[src/rtl/rio_pkg.sv]
package rio_pkg;
    localparam int ADDR_W = 8;
    localparam int DATA_W = 32;
    localparam int GRP_W  = 8;
    localparam int N_GRP  = DATA_W / GRP_W;
    localparam int FRAME_W = DATA_W + N_GRP;
    localparam int SW_W   = 5;
    localparam int CNT_W  = $clog2(FRAME_W + 1);

    typedef enum logic [1:0] {
        PH_ADDR = 2'd0,
        PH_RD   = 2'd1,
        PH_WR   = 2'd2,
        PH_SKIP = 2'd3
    } phase_t;

    typedef struct packed {
        logic [N_GRP-1:0]  par;
        logic [DATA_W-1:0] word;
    } frame_t;

    function automatic logic [N_GRP-1:0] grp_parity(input logic [DATA_W-1:0] w);
        logic [N_GRP-1:0] p;
        for (int g = 0; g < N_GRP; g++) p[g] = ^w[g*GRP_W +: GRP_W];
        return p;
    endfunction

    function automatic logic [ADDR_W-1:0] board_base(input logic [SW_W-1:0] sw);
        return {~sw, 3'b000};
    endfunction
endpackage

[src/rtl/rio_addr_match.sv]
module rio_addr_match
    import rio_pkg::*;
(
    input  logic [SW_W-1:0]   brd_sw,
    input  logic [ADDR_W-1:0] addr,
    output logic              hit_rd,
    output logic              hit_wr
);
    logic [ADDR_W-1:0] base;
    always_comb begin
        base   = board_base(brd_sw);
        hit_rd = (addr == base);
        hit_wr = (addr == (base | ADDR_W'(4)));
    end
endmodule

[src/rtl/rio_frame.sv]
module rio_frame
    import rio_pkg::*;
(
    input  logic              clk,
    input  logic              rst,
    input  logic [SW_W-1:0]   brd_sw,
    input  logic              sclk,
    input  logic              strobe,
    input  logic              sdi,
    input  logic [DATA_W-1:0] in_word,
    output logic              sdo,
    output logic              sdo_en,
    output logic              kick,
    output logic [DATA_W-1:0] latch,
    output logic              perr
);
    logic              sclk_q;
    logic              rise;
    phase_t            ph;
    logic [CNT_W-1:0]  cnt;
    logic [ADDR_W-1:0] addr_sr, addr_nx;
    frame_t            sr, frame_nx;
    logic              hit_rd, hit_wr;
    logic              wr_done, par_ok;

    assign rise     = sclk & ~sclk_q;
    assign addr_nx  = {sdi, addr_sr[ADDR_W-1:1]};
    assign frame_nx = {sdi, sr[FRAME_W-1:1]};
    assign par_ok   = (grp_parity(frame_nx.word) == frame_nx.par);

    rio_addr_match u_match (
        .brd_sw (brd_sw),
        .addr   (addr_nx),
        .hit_rd (hit_rd),
        .hit_wr (hit_wr)
    );

    always_comb begin
        kick    = strobe && rise && (ph == PH_ADDR) &&
                  (cnt == CNT_W'(ADDR_W-1)) && (hit_rd || hit_wr);
        wr_done = strobe && rise && (ph == PH_WR) && (cnt == CNT_W'(FRAME_W-1));
        sdo_en  = (ph == PH_RD);
        sdo     = sdo_en ? sr[0] : 1'b0;
    end

    always_ff @(posedge clk) begin
        if (rst) begin
            sclk_q  <= 1'b0;
            ph      <= PH_ADDR;
            cnt     <= '0;
            addr_sr <= '0;
            sr      <= '0;
            latch   <= '0;
            perr    <= 1'b0;
        end else begin
            sclk_q <= sclk;
            if (!strobe) begin
                ph  <= PH_ADDR;
                cnt <= '0;
            end else if (rise) begin
                case (ph)
                    PH_ADDR: begin
                        addr_sr <= addr_nx;
                        if (cnt == CNT_W'(ADDR_W-1)) begin
                            cnt <= '0;
                            if (hit_rd) begin
                                ph <= PH_RD;
                                sr <= {grp_parity(in_word), in_word};
                            end else if (hit_wr) begin
                                ph <= PH_WR;
                            end else begin
                                ph <= PH_SKIP;
                            end
                        end else begin
                            cnt <= cnt + 1'b1;
                        end
                    end
                    PH_RD: begin
                        sr  <= sr >> 1;
                        cnt <= cnt + 1'b1;
                        if (cnt == CNT_W'(FRAME_W-1)) ph <= PH_SKIP;
                    end
                    PH_WR: begin
                        sr  <= frame_nx;
                        cnt <= cnt + 1'b1;
                        if (wr_done) begin
                            ph <= PH_SKIP;
                            if (par_ok) begin
                                latch <= frame_nx.word;
                                perr  <= 1'b0;
                            end else begin
                                perr  <= 1'b1;
                            end
                        end
                    end
                    default: ;
                endcase
            end
        end
    end


    sdo_rise_chk: assert property (@(posedge clk) disable iff (rst)
        $rose(sdo_en) |-> $past(rise));

    latch_hold_chk: assert property (@(posedge clk) disable iff (rst)
        (wr_done && !par_ok) |=> $stable(latch));

    perr_quiet_chk: assert property (@(posedge clk) disable iff (rst)
        !wr_done |=> $stable(perr));
endmodule

[src/rtl/rio_watchdog.sv]
module rio_watchdog #(
    parameter int WD_CYCLES = 375_000_000
) (
    input  logic clk,
    input  logic rst,
    input  logic wd_dis,
    input  logic kick,
    output logic tripped
);
    localparam int CW = $clog2(WD_CYCLES + 1);
    logic [CW-1:0] cnt;

    always_ff @(posedge clk) begin
        if (rst || wd_dis || kick) begin
            cnt     <= '0;
            tripped <= 1'b0;
        end else if (!tripped) begin
            if (cnt == CW'(WD_CYCLES - 1)) tripped <= 1'b1;
            else                           cnt     <= cnt + 1'b1;
        end
    end


    wd_off_chk: assert property (@(posedge clk) disable iff (rst)
        wd_dis |=> !tripped);

    wd_rearm_chk: assert property (@(posedge clk) disable iff (rst)
        kick |=> !tripped);

    wd_range_chk: assert property (@(posedge clk) disable iff (rst)
        cnt < CW'(WD_CYCLES));
endmodule

[src/rtl/rio_out_stage.sv]
module rio_out_stage
    import rio_pkg::*;
(
    input  logic [DATA_W-1:0] latch,
    input  logic [N_GRP-1:0]  sink,
    input  logic              blank,
    output logic [DATA_W-1:0] lines
);
    for (genvar g = 0; g < N_GRP; g++) begin : g_grp
        logic [GRP_W-1:0] on;
        assign on = blank ? '0 : latch[g*GRP_W +: GRP_W];
        assign lines[g*GRP_W +: GRP_W] = sink[g] ? ~on : on;
    end
endmodule

[src/rtl/rio_slave.sv]
module rio_slave
    import rio_pkg::*;
#(
    parameter int WD_CYCLES = 375_000_000
) (
    input  logic              clk,
    input  logic              rst,
    input  logic [SW_W-1:0]   brd_sw,
    input  logic              wd_dis,
    input  logic [N_GRP-1:0]  grp_sink,
    input  logic              bus_sclk,
    input  logic              bus_strobe,
    input  logic              bus_sdi,
    output logic              bus_sdo,
    output logic              bus_sdo_en,
    input  logic [DATA_W-1:0] in_word,
    output logic [DATA_W-1:0] out_lines,
    output logic              perr
);
    logic              kick;
    logic              tripped;
    logic [DATA_W-1:0] latch;

    rio_frame u_frame (
        .clk     (clk),
        .rst     (rst),
        .brd_sw  (brd_sw),
        .sclk    (bus_sclk),
        .strobe  (bus_strobe),
        .sdi     (bus_sdi),
        .in_word (in_word),
        .sdo     (bus_sdo),
        .sdo_en  (bus_sdo_en),
        .kick    (kick),
        .latch   (latch),
        .perr    (perr)
    );

    rio_watchdog #(.WD_CYCLES(WD_CYCLES)) u_wd (
        .clk     (clk),
        .rst     (rst),
        .wd_dis  (wd_dis),
        .kick    (kick),
        .tripped (tripped)
    );

    rio_out_stage u_out (
        .latch (latch),
        .sink  (grp_sink),
        .blank (tripped),
        .lines (out_lines)
    );


    sdo_idle_chk: assert property (@(posedge clk) disable iff (rst)
        $past(rst) |-> !bus_sdo_en);
endmodule

[config.mk]
export PLATFORM = sky130hd
export DESIGN_NAME = rio_slave
export DESIGN_NICKNAME = d
export VERILOG_FILES = /design/src/rtl/rio_pkg.sv /design/src/rtl/rio_addr_match.sv /design/src/rtl/rio_frame.sv /design/src/rtl/rio_watchdog.sv /design/src/rtl/rio_out_stage.sv /design/src/rtl/rio_slave.sv
export SDC_FILE = /design/constraint.sdc
export NUM_CORES = 1
export LEC_CHECK = 0
export BUFFER_PORTS_ARGS = -buffer_cell sky130_fd_sc_hd__buf_2
export CELL_PAD_IN_SITES_DETAIL_PLACEMENT = 1
export CELL_PAD_IN_SITES_GLOBAL_PLACEMENT = 1
export CORE_ASPECT_RATIO = 1.1
export CORE_MARGIN = 8
export CORE_UTILIZATION = 40
export CTS_BUF_LIST = sky130_fd_sc_hd__clkbuf_4 sky130_fd_sc_hd__clkbuf_8 sky130_fd_sc_hd__clkbuf_16
export DETAILED_ROUTE_END_ITERATION = 8
export GPL_ROUTABILITY_DRIVEN = 0
export PLACE_DENSITY_LB_ADDON = 0.1
export SETUP_SLACK_MARGIN = 0.05
export SLEW_MARGIN = 20
export SYNTH_ARGS = -nofsm -noshare
export SYNTH_HDL_FRONTEND = slang
export SYNTH_SLANG_ARGS = --single-unit
[constraint.sdc]
create_clock -name clk -period 4.44 [get_ports clk]
set_clock_uncertainty 0.1 [all_clocks]
set_input_delay 0.222 -clock clk [delete_from_list [all_inputs] [get_ports clk]]
set_output_delay 0.222 -clock clk [all_outputs]
set_load 0.005 [all_outputs]
* Word-level counts from Yosys, hierarchy flattened
Index checks and enable logic that the tools add are counted.
** Word-level totals
- Register bits :: 116
- Input port bits :: 47
- Output and inout bits :: 35
- Logic and storage cells :: 86
** Operators by class
- Add/subtract/negate cells :: 2
- Eq/ne operators :: 12
- Muxes and demuxes :: 23
- Bitwise operators :: 10
- Reduce and logical (&&, ||, !) cells :: 29
** Operator list (number)
- $pmux W36 S3 :: 1
- $mux W36 :: 2
- $mux W8 :: 8
- $reduce_xor A8 Y1 :: 8
- $not A8 Y8 :: 4
- $add A29 B1 Y29 const B :: 1
- $eq A29 B29 Y1 const B :: 1
- $eq A8 B8 Y1 :: 2
- $reduce_and A5 Y1 :: 3
- $pmux W6 S2 :: 1
- $mux W2 :: 4
- $add A6 B1 Y6 const B :: 1
- $eq A6 B3 Y1 const B :: 1
- $eq A6 B6 Y1 const B :: 1
- $logic_and A1 B1 Y1 :: 6
- $mux W6 :: 1
- $ne A2 B1 Y1 const B :: 3
- $pmux W2 S3 :: 1
- $mux W1 :: 5
- $not A5 Y5 :: 1
- $eq A4 B4 Y1 :: 1
- $not A1 Y1 :: 4
- $reduce_and A2 Y1 :: 2
- $reduce_and A4 Y1 :: 1
- other kinds (10) :: 13

* Longest topological paths before layout
- Depth after elaboration :: 7
- Gate-level depth with buffers :: 9
- Depth with buffers taken out :: 7

* Hierarchy
Synthesis repeated with hierarchy kept, for this count alone.
** Second synthesis, totals
- Cell total of the unflattened synthesis :: 740
- Area total of the unflattened synthesis :: 6769.0 µm²
** Modules (own cells, without submodules)
- rio_frame :: instances 1, cells an instance 496, area an instance 4483.0 µm², sequential area each 1701.6 µm²
- rio_watchdog :: instances 1, cells an instance 163, area an instance 1467.7 µm², sequential area each 600.6 µm²
- rio_out_stage :: instances 1, cells an instance 71, area an instance 748.2 µm², sequential area each 0.0 µm²
- rio_addr_match :: instances 1, cells an instance 10, area an instance 70.1 µm², sequential area each 0.0 µm²

* Least setup slack after synthesis
No wires, ideal clock.
- Kind :: register -> register
- From :: register u_frame.cnt[0]
- To :: register u_frame.sr (netlist bit u_frame.frame_nx[27])
- Setup time :: 134 ps
- Data arrival time :: 1921 ps
- Required time :: 4206 ps
- Setup slack :: 2285 ps
- Stages on the path, launching flop included :: 9
- Path buffers :: 1
- Period minus slack after synthesis :: 2155 ps
- Cells stage by stage :: dfxtp_1 -> ha_1 -> nor3b_1 -> nand3b_1 -> o41ai_2 -> nand4b_2 -> clkbuf_1 -> a221oi_1 -> a211oi_1
** On the way
- Cells in the longest elaborated chain, start to end :: 3
** Ends and longest elaborated chain
- start: declaration :: line rio_frame.sv:20 : logic [CNT_W-1:0] cnt;
- start signal: assignment :: line rio_frame.sv:75 : cnt <= cnt + 1'b1;
- start signal: assignment :: line rio_frame.sv:80 : cnt <= cnt + 1'b1;
- start signal: assignment :: line rio_frame.sv:85 : cnt <= cnt + 1'b1;
- $eq A6 B3 Y1 :: line rio_frame.sv:64 : if (cnt == CNT_W'(ADDR_W-1)) begin
- $ne A2 B2 Y1 (no line)
- $reduce_and A5 Y1 (no line)
- end signal: assignment :: line rio_frame.sv:68 : sr <= {grp_parity(in_word), in_word};
- end signal: assignment :: line rio_frame.sv:79 : sr <= sr >> 1;
- end signal: assignment :: line rio_frame.sv:84 : sr <= frame_nx;
- end: declaration :: line rio_frame.sv:22 : frame_t sr, frame_nx;
Every way passes these cells.
A chain may end at the register's enable or synchronous reset.

* Worst setup path in the final report
- From :: register u_frame.cnt[0]
- To :: register u_frame.sr (netlist bit u_frame.frame_nx[7])
Same word-level chain as after synthesis.

==> impl_metrics.env <==
export IMPL_root_buffer="clkbuf_16"
export IMPL_critical_path_peak_fanout=37
export IMPL_critPathKind="register to register"
export IMPL_core_area_sq_um=15000
export IMPL_cp_required_ns=4.59
export IMPL_fin_crit_ns=3.30
export IMPL_r2r_start="u_frame.cnt[0]"
export IMPL_clkSinkCount=115
export IMPL_min_from="bus_sdi"
export IMPL_ant_nets=0
export IMPL_ys_seq_area_frac=0.377
export IMPL_worst_pin_slew_ns=1.05
export IMPL_syn_inst=714
export IMPL_layout_commonest_cell="dfxtp_1"
export IMPL_grt_pass1_vias=5686
export IMPL_rows=47
export IMPL_avgSynthCellArea_sq_um=8.55
export IMPL_die_x_microns=134
export IMPL_clockBufferDepth=2
export IMPL_grt_pass1_wl_mm=28.7
export IMPL_ir_drop_mv=0.236
export IMPL_tritoncts="yes"
export IMPL_whs_endpoint="u_frame.addr_sr[7]"
export IMPL_synth_ff_type="dfxtp_1"
export IMPL_fill_cells=1770
export IMPL_pwr_density_cell_nw_per_um2=347
export IMPL_start_util=0.407
export IMPL_ys_top_cells_by_area="dfxtp_1 38%, xnor2_1 12%, nand4_1 4.8%"
export IMPL_yosys_area_top_type_share=0.377
export IMPL_fmax_mhz=303
export IMPL_wl_mm=17.3
export IMPL_die_height_microns=146
export IMPL_period_share=0.743
export IMPL_max_stage_delay_ns=0.75
export IMPL_drc=0
export IMPL_start_kind="register"
export IMPL_num_vias=5384
export IMPL_post_cts_buffers=0
export IMPL_drv_cap=0
export IMPL_rr_endpoint="u_frame.frame_nx[7]"
export IMPL_diodes=0
export IMPL_htree_num_levels=4
export IMPL_yosysWarnings=0
export IMPL_yosysUniqueCellTypes=40
export IMPL_numCtsBuffers=17
export IMPL_area_delta_synth_final_pct=18.0
export IMPL_via_per_inst=5.51
export IMPL_r2r_slack_ns=1.14
export IMPL_timing_final_ws_setup_ns=1.14
export IMPL_grt_max_degree=80
export IMPL_rsz0062_at_grt="false"
export IMPL_ys_ff_latch=115
export IMPL_synth_edff_count=0
export IMPL_synth_area_leader_cell="dfxtp_1"
export IMPL_io_pins=82
export IMPL_hold_depth=3
export IMPL_synth_area_sq_um=6100
export IMPL_routedWlPerCell_microns=17.7
export IMPL_place_ws_ns=1.18
export IMPL_first_iter_violations=285
export IMPL_power_leakage_nw=2.47
export IMPL_layout_drive_gt1_share=0.168
export IMPL_slew_viol_final=0
export IMPL_drtPass1Iterations=4
export IMPL_final_util=0.480
export IMPL_clkLatencyLatePin_ns=0.42
export IMPL_synthesis_nets=768
export IMPL_antenna_found_initial=0
export IMPL_hold_path_class="input pin to register"
export IMPL_relSlewSlack=0.301
export IMPL_clk_pin_slew_ns=0.05
export IMPL_dieArea_sq_um=19500
export IMPL_finalHoldViolations=0
export IMPL_io_buffers=81
export IMPL_grt_overflow=0
export IMPL_status="finished clean"
export IMPL_cp_arrival_ns=3.44
export IMPL_rr_worst_depth=8
export IMPL_crit_chain="ha_1 -> nor3b_1 -> nand3b_1 -> o41ai_2 -> nand4b_2 -> buf_4 -> a221oi_1 -> a211oi_1"
export IMPL_final_area_sq_um=7200
export IMPL_setup_viol=0
export IMPL_tns_ns=0
export IMPL_cp_end_kind="register"
export IMPL_grtUsageTotal=0.180
export IMPL_layout_nets=822
export IMPL_dpl_instance_area_sq_um=6630
export IMPL_async_flop_share=0
export IMPL_dp_hpwl_mm=12.5
export IMPL_slowest_stage="nand4b_2"
export IMPL_layout_common_cells="115 x dfxtp_1, 84 x xnor2_1, 81 x buf_2, 52 x a21oi_1, 47 x nand4_1"
[critical path, delay by kind of cell, from the launching register on]
| family | cells | cell delay, ns |
|---|---|---|
| DFF | 1 | 0.37 |
| and+or+nand+nor | 3 | 1.30 |
| adders and majority gates | 1 | 0.20 |
| buffers and inverters | 1 | 0.49 |
| AOI/OAI and AO/OA | 3 | 0.66 |
[layout make-up]
class | count | area [sq um] | area share
multi-input combinational | 507 | 3480 | 0.483
sequential | 115 | 2300 | 0.320
clock buffer | 22 | 482 | 0.0669
timing repair buffer | 90 | 475 | 0.0660
tap | 196 | 245 | 0.0340
inverter | 37 | 139 | 0.0193
clock inverter | 10 | 82.6 | 0.0115
[synth_stat cells, types with 2 or more instances]
| master | count |
|---|---|
| nor4b_1 | 2 |
| o21ai_0 | 44 |
| xnor2_1 | 85 |
| and3_1 | 7 |
| buf_2 | 11 |
| a221oi_1 | 32 |
| a21oi_1 | 52 |
| nor3_1 | 3 |
| dfxtp_1 | 115 |
| and4_1 | 5 |
| xor2_1 | 33 |
| nand2_1 | 28 |
| xnor3_1 | 3 |
| clkbuf_1 | 43 |
| nand3_1 | 13 |
| or3_1 | 8 |
| nor2b_1 | 3 |
| ha_1 | 7 |
| nand2b_1 | 34 |
| nor4_1 | 2 |
| nand4_1 | 47 |
| nand3b_1 | 2 |
| nor2_1 | 42 |
| inv_1 | 37 |
| and2_1 | 5 |
| a211oi_1 | 34 |
| a211o_1 | 4 |
[layer usage]
metal,global-route usage,vias to the layer above,share of wire
met3,0.0397,19,0.030
met2,0.303,96,0.50
li1,-,2627,-
met5,0,-,0
met4,0.0663,0,0.014
met1,0.219,2642,0.46
[per-stage QoR]
| step | instances | power (mW) | hold slack, ns |
|---|---|---|---|
| finish | 977 | 2.50 | 0.0232 |
| global route | 977 | 2.58 | 0.0408 |
| floorplan | 714 | 1.16 | 0.250 |
| global placement | 944 | 1.22 | 0.339 |
| detailed placement | 944 | 1.22 | 0.367 |
| CTS | 977 | 2.53 | 0.0210 |
[cell families (layout without fill, tap and decap cells)]
group / Yosys count / count (layout) / synth area share
and+or+nand+nor: 208 / 208 / 0.188
AOI/OAI and AO/OA: 170 / 170 / 0.180
xor gates and xnor gates: 121 / 121 / 0.180
DFF: 115 / 115 / 0.377
buffers and inverters: 92 / 159 / 0.0590
adders and majority gates: 7 / 7 / 0.0143
muxes: 1 / 1 / 0.00164
[power by group]
group	switching, mW	total, mW	leakage [nW]	internal, mW
Clock	0.478	1.30	0.278	0.818
Sequential	0.00239	1.04	0.927	1.04
Combinational	0.0899	0.163	1.26	0.0730
[sequential cells by signal, indices dropped and copies added (netlist names)]
signal            count
u_frame.cnt           6
u_frame.perr          1
u_wd.tripped          1
u_wd.cnt             29
u_frame.latch        32
u_frame.sr            1
u_frame.ph            2
u_frame.sclk_q        1
u_frame.frame_nx     35
u_frame.addr_sr       7
[repair_timing]
action / 4_1_cts / 5_1_grt
gates resized for setup: 0 / 0
endpoints found under the hold margin: 1 / 0
hold buffers: 1 / 0
[worst max path at each step]
stage	startpoint	end	slack (ns)	depth (start not counted)
final	u_frame.cnt[0]	u_frame.frame_nx[7]	1.14	8
after CTS	u_frame.cnt[0]	u_frame.frame_nx[7]	1.16	8
after floorplan	u_frame.cnt[0]	u_frame.frame_nx[27]	2.28	8
after detailed placement	u_frame.cnt[0]	u_frame.frame_nx[7]	1.18	8
after global routing	u_frame.cnt[0]	u_frame.frame_nx[7]	0.87	8
after global placement	u_frame.cnt[0]	u_frame.frame_nx[32]	1.33	8
Power figures use the tool's default switching activity.
